==> src/rtl/atf_pkg.sv <==
package atf_pkg;

   // Flag bit positions, shared by the flag bank and the clear port.
   localparam int FLAG_ONE  = 0;
   localparam int FLAG_HALF = 1;
   localparam int FLAG_ALL  = 2;
   localparam int NFLAGS    = 3;
   localparam int CLR_UNDER = 3;

   // Free-space threshold belonging to each flag bit.
   function automatic int flag_threshold(input int idx, input int depth);
      case (idx)
         FLAG_ONE:  return 1;
         FLAG_HALF: return depth / 2;
         default:   return depth;
      endcase
   endfunction

endpackage

==> src/rtl/atf_stage.sv <==
// Pairs narrow writes into stereo entries; a wide write goes straight through.
module atf_stage #(
   parameter int SAMPLE_W = 16
) (
   input  logic                  clk,
   input  logic                  rst_n,
   input  logic                  half_we,
   input  logic                  word_we,
   input  logic [2*SAMPLE_W-1:0] data,
   output logic                  push,
   output logic [2*SAMPLE_W-1:0] push_data   // {right, left}
);

   logic                pending_q;
   logic [SAMPLE_W-1:0] held_left_q;

   always_comb begin
      push      = 1'b0;
      push_data = '0;
      if (word_we) begin
         push      = 1'b1;
         push_data = data;
      end else if (half_we && pending_q) begin
         push      = 1'b1;
         push_data = {data[SAMPLE_W-1:0], held_left_q};
      end
   end

   always_ff @(posedge clk) begin
      if (!rst_n) begin
         pending_q   <= 1'b0;
         held_left_q <= '0;
      end else if (word_we) begin
         pending_q   <= 1'b0;
      end else if (half_we) begin
         pending_q <= ~pending_q;
         if (!pending_q) held_left_q <= data[SAMPLE_W-1:0];
      end
   end

   // a wide write always leaves no half pair open
   a_r4_word_drops_left: assert property (@(posedge clk) disable iff (!rst_n)
      word_we |=> !pending_q);

   // a narrow write that completes a pair produces exactly one push
   a_r3_pair_commits: assert property (@(posedge clk) disable iff (!rst_n)
      (half_we && !word_we && pending_q) |-> push);

endmodule

==> src/rtl/atf_store.sv <==
// Circular storage of stereo entries with an occupancy counter.
module atf_store #(
   parameter int SAMPLE_W = 16,
   parameter int DEPTH    = 4,
   localparam int AW = $clog2(DEPTH),
   localparam int LW = $clog2(DEPTH + 1),
   localparam int EW = 2 * SAMPLE_W
) (
   input  logic          clk,
   input  logic          rst_n,
   input  logic          push,
   input  logic [EW-1:0] push_data,
   input  logic          pop,        // only asserted when level_q != 0
   output logic [EW-1:0] head,
   output logic [LW-1:0] level_q,
   output logic [LW-1:0] level_d
);

   localparam logic [LW-1:0] LV_FULL = LW'(DEPTH);

   logic [EW-1:0] mem_q [DEPTH];
   logic [AW-1:0] wr_ptr_q, rd_ptr_q;
   logic          accept;

   assign accept = push && ((level_q != LV_FULL) || pop);
   assign head   = mem_q[rd_ptr_q];

   always_comb begin
      level_d = level_q;
      if (accept && !pop)      level_d = level_q + LW'(1);
      else if (!accept && pop) level_d = level_q - LW'(1);
   end

   always_ff @(posedge clk) begin
      if (!rst_n) begin
         wr_ptr_q <= '0;
         rd_ptr_q <= '0;
         level_q  <= '0;
      end else begin
         level_q <= level_d;
         if (accept) wr_ptr_q <= wr_ptr_q + AW'(1);
         if (pop)    rd_ptr_q <= rd_ptr_q + AW'(1);
      end
   end

   for (genvar i = 0; i < DEPTH; i++) begin : g_slot
      always_ff @(posedge clk) begin
         if (!rst_n)                          mem_q[i] <= '0;
         else if (accept && wr_ptr_q == AW'(i)) mem_q[i] <= push_data;
      end
   end

   // occupancy never exceeds the depth
   a_r5_level_bound: assert property (@(posedge clk) disable iff (!rst_n)
      level_q <= LV_FULL);

   // a write against a full FIFO without a pop leaves it full
   a_r5_full_drop: assert property (@(posedge clk) disable iff (!rst_n)
      (push && !pop && level_q == LV_FULL) |=> level_q == LV_FULL);

endmodule

==> src/rtl/atf_flags.sv <==
// Sticky free-space flags, one per threshold, set as the free count rises.
module atf_flags #(
   parameter int DEPTH = 4,
   localparam int LW = $clog2(DEPTH + 1)
) (
   input  logic                       clk,
   input  logic                       rst_n,
   input  logic [LW-1:0]              level_q,
   input  logic [LW-1:0]              level_d,
   input  logic [atf_pkg::NFLAGS-1:0] clr,
   output logic [atf_pkg::NFLAGS-1:0] flags
);

   for (genvar k = 0; k < atf_pkg::NFLAGS; k++) begin : g_flag
      localparam int            THR     = atf_pkg::flag_threshold(k, DEPTH);
      localparam logic [LW-1:0] LV_AT   = LW'(DEPTH - THR);
      localparam logic [LW-1:0] LV_PREV = LW'(DEPTH - THR + 1);

      logic hit;
      assign hit = (level_q == LV_PREV) && (level_d == LV_AT);

      always_ff @(posedge clk) begin
         if (!rst_n)      flags[k] <= 1'b0;
         else if (hit)    flags[k] <= 1'b1;
         else if (clr[k]) flags[k] <= 1'b0;
      end

      // a flag rises only together with its threshold level
      a_r8_flag_at_threshold: assert property (@(posedge clk) disable iff (!rst_n)
         $rose(flags[k]) |-> level_q == LV_AT);

      // without a clear pulse a set flag stays set
      a_r11_sticky: assert property (@(posedge clk) disable iff (!rst_n)
         (flags[k] && !clr[k]) |=> flags[k]);
   end

endmodule

==> src/rtl/audio_tx_fifo_irq.sv <==
// Stereo audio transmit FIFO with shared free-space interrupt.
module audio_tx_fifo_irq #(
   parameter int SAMPLE_W = 16,
   parameter int DEPTH    = 4,
   localparam int LW = $clog2(DEPTH + 1),
   localparam int EW = 2 * SAMPLE_W
) (
   input  logic                       clk,
   input  logic                       rst_n,
   input  logic                       run_en,
   input  logic                       wr_half,
   input  logic                       wr_word,
   input  logic [EW-1:0]              wr_data,
   input  logic [atf_pkg::NFLAGS-1:0] irq_en,
   input  logic [atf_pkg::NFLAGS:0]   status_clr,
   input  logic                       pop_req,
   output logic                       out_valid,
   output logic [SAMPLE_W-1:0]        out_left,
   output logic [SAMPLE_W-1:0]        out_right,
   output logic [LW-1:0]              level,
   output logic [atf_pkg::NFLAGS-1:0] flags,
   output logic                       underrun,
   output logic                       irq
);

   if (DEPTH < 4 || (DEPTH & (DEPTH - 1)) != 0) begin : g_bad_depth
      $error("audio_tx_fifo_irq: DEPTH must be a power of two, at least 4");
   end
   if (SAMPLE_W < 1) begin : g_bad_width
      $error("audio_tx_fifo_irq: SAMPLE_W must be positive");
   end

   localparam logic [LW-1:0] LV_FULL = LW'(DEPTH);

   logic          push;
   logic [EW-1:0] push_data, head;
   logic [LW-1:0] level_q, level_d;
   logic          primed_q, pop_try, pop_fire;

   atf_stage #(.SAMPLE_W(SAMPLE_W)) u_stage (
      .clk(clk), .rst_n(rst_n), .half_we(wr_half), .word_we(wr_word),
      .data(wr_data), .push(push), .push_data(push_data));

   atf_store #(.SAMPLE_W(SAMPLE_W), .DEPTH(DEPTH)) u_store (
      .clk(clk), .rst_n(rst_n), .push(push), .push_data(push_data),
      .pop(pop_fire), .head(head), .level_q(level_q), .level_d(level_d));

   atf_flags #(.DEPTH(DEPTH)) u_flags (
      .clk(clk), .rst_n(rst_n), .level_q(level_q), .level_d(level_d),
      .clr(status_clr[atf_pkg::NFLAGS-1:0]), .flags(flags));

   assign pop_try  = pop_req && run_en;
   assign pop_fire = pop_try && primed_q && (level_q != '0);
   assign level    = level_q;
   assign irq      = |(flags & irq_en);

   always_ff @(posedge clk) begin
      if (!rst_n) begin
         primed_q  <= 1'b0;
         underrun  <= 1'b0;
         out_valid <= 1'b0;
         out_left  <= '0;
         out_right <= '0;
      end else begin
         primed_q  <= run_en && (primed_q || level_d == LV_FULL);
         underrun  <= (underrun && !status_clr[atf_pkg::CLR_UNDER]) ||
                      (pop_try && primed_q && level_q == '0);
         out_valid <= pop_try;
         out_left  <= pop_fire ? head[SAMPLE_W-1:0] : '0;
         out_right <= pop_fire ? head[EW-1:SAMPLE_W] : '0;
      end
   end

   // occupancy only drops after the FIFO was armed
   a_r6_no_pop_unprimed: assert property (@(posedge clk) disable iff (!rst_n)
      (level_q < $past(level_q)) |-> $past(primed_q));

   // underrun rises only after a request against an armed empty FIFO
   a_r13_underrun_cause: assert property (@(posedge clk) disable iff (!rst_n)
      $rose(underrun) |-> $past(pop_req && run_en && level_q == '0));

   // a refused request produces silence
   a_r13_zero_out: assert property (@(posedge clk) disable iff (!rst_n)
      (pop_try && !(primed_q && level_q != '0)) |=> (out_left == '0 && out_right == '0));

   // no output pulse without run
   a_r14_idle_no_valid: assert property (@(posedge clk) disable iff (!rst_n)
      !run_en |=> !out_valid);

endmodule

==> config.mk <==
export PLATFORM = sky130hd
export DESIGN_NAME = audio_tx_fifo_irq
export DESIGN_NICKNAME = d
export VERILOG_FILES = /design/src/rtl/atf_pkg.sv /design/src/rtl/atf_stage.sv /design/src/rtl/atf_store.sv /design/src/rtl/atf_flags.sv /design/src/rtl/audio_tx_fifo_irq.sv
export SDC_FILE = /design/constraint.sdc
export NUM_CORES = 1
export LEC_CHECK = 0
export ABC_AREA = 1
export BUFFER_PORTS_ARGS = -buffer_cell sky130_fd_sc_hd__buf_2
export CAP_MARGIN = 20
export CORE_ASPECT_RATIO = 1.1
export CORE_UTILIZATION = 45
export DETAILED_ROUTE_END_ITERATION = 8
export PLACE_DENSITY = 0.66
export SETUP_SLACK_MARGIN = 0.1
export SYNTH_ARGS = -nofsm -noshare
export SYNTH_HDL_FRONTEND = slang
export SYNTH_HIERARCHICAL = 1
export SYNTH_SLANG_ARGS = --single-unit
==> constraint.sdc <==
create_clock -name clk -period 2.4 [get_ports clk]
set_input_delay 0.72 -clock clk [delete_from_list [all_inputs] [get_ports clk]]
set_output_delay 0.72 -clock clk [all_outputs]
set_load 0.02 [all_outputs]
==> reports/qor.csv <==
stage;metric;value;unit
floorplanning;row count;53;
power;LEAKAGE;4.15;nW
clock_network;hold buffer count at cts;0;
clock_network;Clk Latency, worst-skew pair;0.43;ns
route;vias;6246;
timing;Slew Limit Headroom;67.2;%
grt;vias in the first global route;5820;
route;Total Routed Length;19.0;mm
place;post-DP HPWL;12.0;mm
logic_synthesis;largest area contributor in the synthesized netlist;edfxtp_1;
route;Iteration-0 DRC Markers;434;
finish;diode count;0;
grt;global-route wire length before repair;29.7;mm
clock_network;post-CTS sizing;0;
logic_synthesis;Synth Area per Inst;9.41;sq um
worst_setup_path;max incr delay on CP;0.46;ns
timing;crit path time final;1.96;ns
worst_setup_path;critical path class;flip-flop to flip-flop;
clock_network;Root Driver;clkbuf_16;
worst_setup_path;worst path bufs/invs;2;
worst_setup_path;critical path, cell by cell;inv_1, ha_1, nand2_1, o21ai_2, inv_4, nand3_4, nor2_1;
grt;gr usage total;19.7;%
finish;share of layout cells above drive strength 1;19.1;%
power;sequential power share;51.3;%
logic_synthesis;post-synthesis cell type count;31;
logic_synthesis;Post-Synthesis Cell Area;8740;sq um
clock_network;cts bufs inserted;17;
logic_synthesis;Post-Syn Nets;981;
min_path;hold crit path type;flip-flop to flip-flop;
route;Routed wire per std cell;15.0;um
floorplanning;core area;19100;sq um
floorplanning;die footprint;20000;sq um
logic_synthesis;simple-gate share of the synthesized area;22.3;%
timing;Final Hold Fails;0;
worst_setup_path;R2R setup slack;0.44;ns
timing;Final Setup Violations;0;
logic_synthesis;synthesized-area fraction occupied by adder cells;1.00;%
floorplanning;die width;135;um
finish;Syn-to-layout area delta;14.1;%
power;post-layout power;7.40;mW
logic_synthesis;sequential share of the synthesized area;58.6;%
timing;final slew viol count;0;
grt;total grt overflow;0;
power;Logic pwr share;9.6;%
route;Routed Antenna Nets;0;
power;peak supply drop;0.554;mV
worst_setup_path;CP delay by family, top;simple AND/OR/NAND/NOR gates;
worst_setup_path;Worst Setup End Kind;flip-flop;
logic_synthesis;most frequent cell after synthesis;nor2_1;
logic_synthesis;Syn Inst Count;929;
logic_synthesis;top cells by count, synth;nor2_1, nand2_1, edfxtp_1;
logic_synthesis;Async S/R FF share, synth;0;%
logic_synthesis;Post-synth top flop;edfxtp_1;
run_status;status;finished, final reports clean;
floorplanning;# IOs;86;
logic_synthesis;Synth Warn #;6;
clock_network;maximum root-to-sink buffer count;2;
timing;RSZ-0062 raised after global routing;no;
finish;fill cell count;1786;
floorplanning;Die H;148;um
clock_network;H-tree levels;4;
flow_run;MaxCap Viol Count;0;
place;IO buf count;85;
floorplanning;initial core utilization;45.8;%
logic_synthesis;Synth area leaders;edfxtp_1, dfxtp_1, nor2_1;
route;DR vias/cell;4.94;
power;Sw Ratio;23.6;%
worst_setup_path;startpoint types;flip-flop;
timing;pin slew with the least headroom to its limit;0.486;ns
power;cell-internal power;5.65;mW
clock_network;Worst-path clk slew;0.07;ns
logic_synthesis;mux cell area share after synthesis;0;%
route;DRC;0;
logic_synthesis;flops & latches, synth;192;
place;GP Congestion;0.769;
grt;initial antenna violation count;0;
worst_setup_path;CP max FO;32;
clock_network;Sink Count;192;
power;sw power;1.75;mW
timing;Peak Freq;510;MHz
power;Cell Pwr Density;742;nW/um^2
logic_synthesis;Synth top area share;44.0;%
worst_setup_path;Critical Path AT;2.23;ns
finish;nets@finish;1057;
power;clock network fraction of total power;39.1;%
finish;Reg area;5130;sq um
logic_synthesis;main combinational cell family by area after synthesis;simple AND/OR/NAND/NOR gates;
worst_setup_path;Crit path required time;2.67;ns
grt;largest net degree at the start of global routing;45;
logic_synthesis;xor/xnor share of the synthesized area;0.100;%
timing;Tcrit/Tclk final;81.7;%
timing;clock skew;0.00775;ns
logic_synthesis;Post-synth EDFFs;128;
clock_network;CTS tree;yes;
finish;footprint of the multi-input gates;2820;sq um
clock_network;post-CTS setup buffer count;0;
worst_setup_path;slowest library cell on the worst path;dfxtp_1;
logic_synthesis;Compound-Gate Fraction of Synth Area;8.77;%
timing;setup TNS;0;ns
route;Pre-Repair DR Iteration Count;6;
## flip-flops by register name (all words and copies together) (netlist names), named ones only
register / cells
u_store/wr_ptr_q: 2
primed_q: 1
underrun: 1
u_stage/pending_q: 1
out_right: 16
u_stage/held_left_q: 16
out_left: 16
out_valid: 1
u_store/rd_ptr_q: 2
u_store/mem_q: 128
u_store/level_q: 3
u_flags/flags: 3
## power groups by stage
stage | logic, mW | clock network [mW] | registers [mW]
CTS | 0.719 | 2.95 | 3.79
detailed placement | 0.714 | 0 | 3.87
floorplan | 0.485 | 0 | 3.86
global placement | 0.705 | 0 | 3.86
global route | 0.793 | 3.06 | 3.81
finish | 0.713 | 2.89 | 3.80
## worst reg2reg max path: stages (launching register included)
cell	delay, ns
dfxtp_1	0.46
inv_1	0.12
ha_1	0.21
nand2_1	0.09
o21ai_2	0.08
inv_4	0.16
nand3_4	0.41
nor2_1	0.25
## final cells by class
cell class	count	share of cell area, %
Tap cell	247	3.10
Multi-Input combinational cell	576	28.3
Sequential cell	192	51.4
Inverter	110	4.17
Clock inverter	9	1.03
Timing Repair Buffer	108	6.88
Clock buffer	23	5.12
## through the flow
step	cell area [sq um]	cells	util (%)	hold slack, ns	worst slack, ns
after floorplan	8750	929	-	0.412	0.154
after global placement	9360	1233	49.0	0.431	0.267
after detailed placement	9360	1233	49.0	0.440	0.223
after CTS	9970	1265	52.2	0.452	0.450
after global routing	9970	1265	52.2	0.476	0.260
final	9970	1265	52.2	0.451	0.438
## cells in the final DEF (no fill, tap or decap), types with 5 or more instances in the layout
cell type,Yosys,routed
nor2_1,245,245
edfxtp_1,128,128
nand2_1,129,125
inv_1,106,106
buf_2,12,85
o21ai_0,65,65
dfxtp_1,64,63
o21ai_1,36,36
o22ai_1,32,32
nor2_4,31,31
clkbuf_16,0,19
buf_4,3,16
nand3_1,9,9
buf_12,3,7
ha_1,7,7
nor2_2,5,5
## layer usage
layer | track usage [%] | routed length, um | vias to the layer above
met2 | 33.1 | 9320 | 202
met3 | 3.34 | 1010 | 22
met4 | 7.08 | 250 | 0
li1 | - | - | 3125
met1 | 25.7 | 8390 | 2897
met5 | 0 | 0 | -
## final timing paths
path,startpoint,end,cells past startpoint
max,u_store/level_q[0],u_store/mem_q[0][22],7
max reg2reg,u_store/level_q[0],u_store/mem_q[0][22],7
min reg2reg,u_store/rd_ptr_q[1],u_store/rd_ptr_q[1],1
min,u_store/rd_ptr_q[1],u_store/rd_ptr_q[1],1
## cell families after synthesis
family,count (synthesis)
buf+inv,161
fa+ha+maj,7
compound gates,140
simple gates,428
flops,192
xor+xnor,1
No activity file was read; power rests on OpenSTA's default activity.
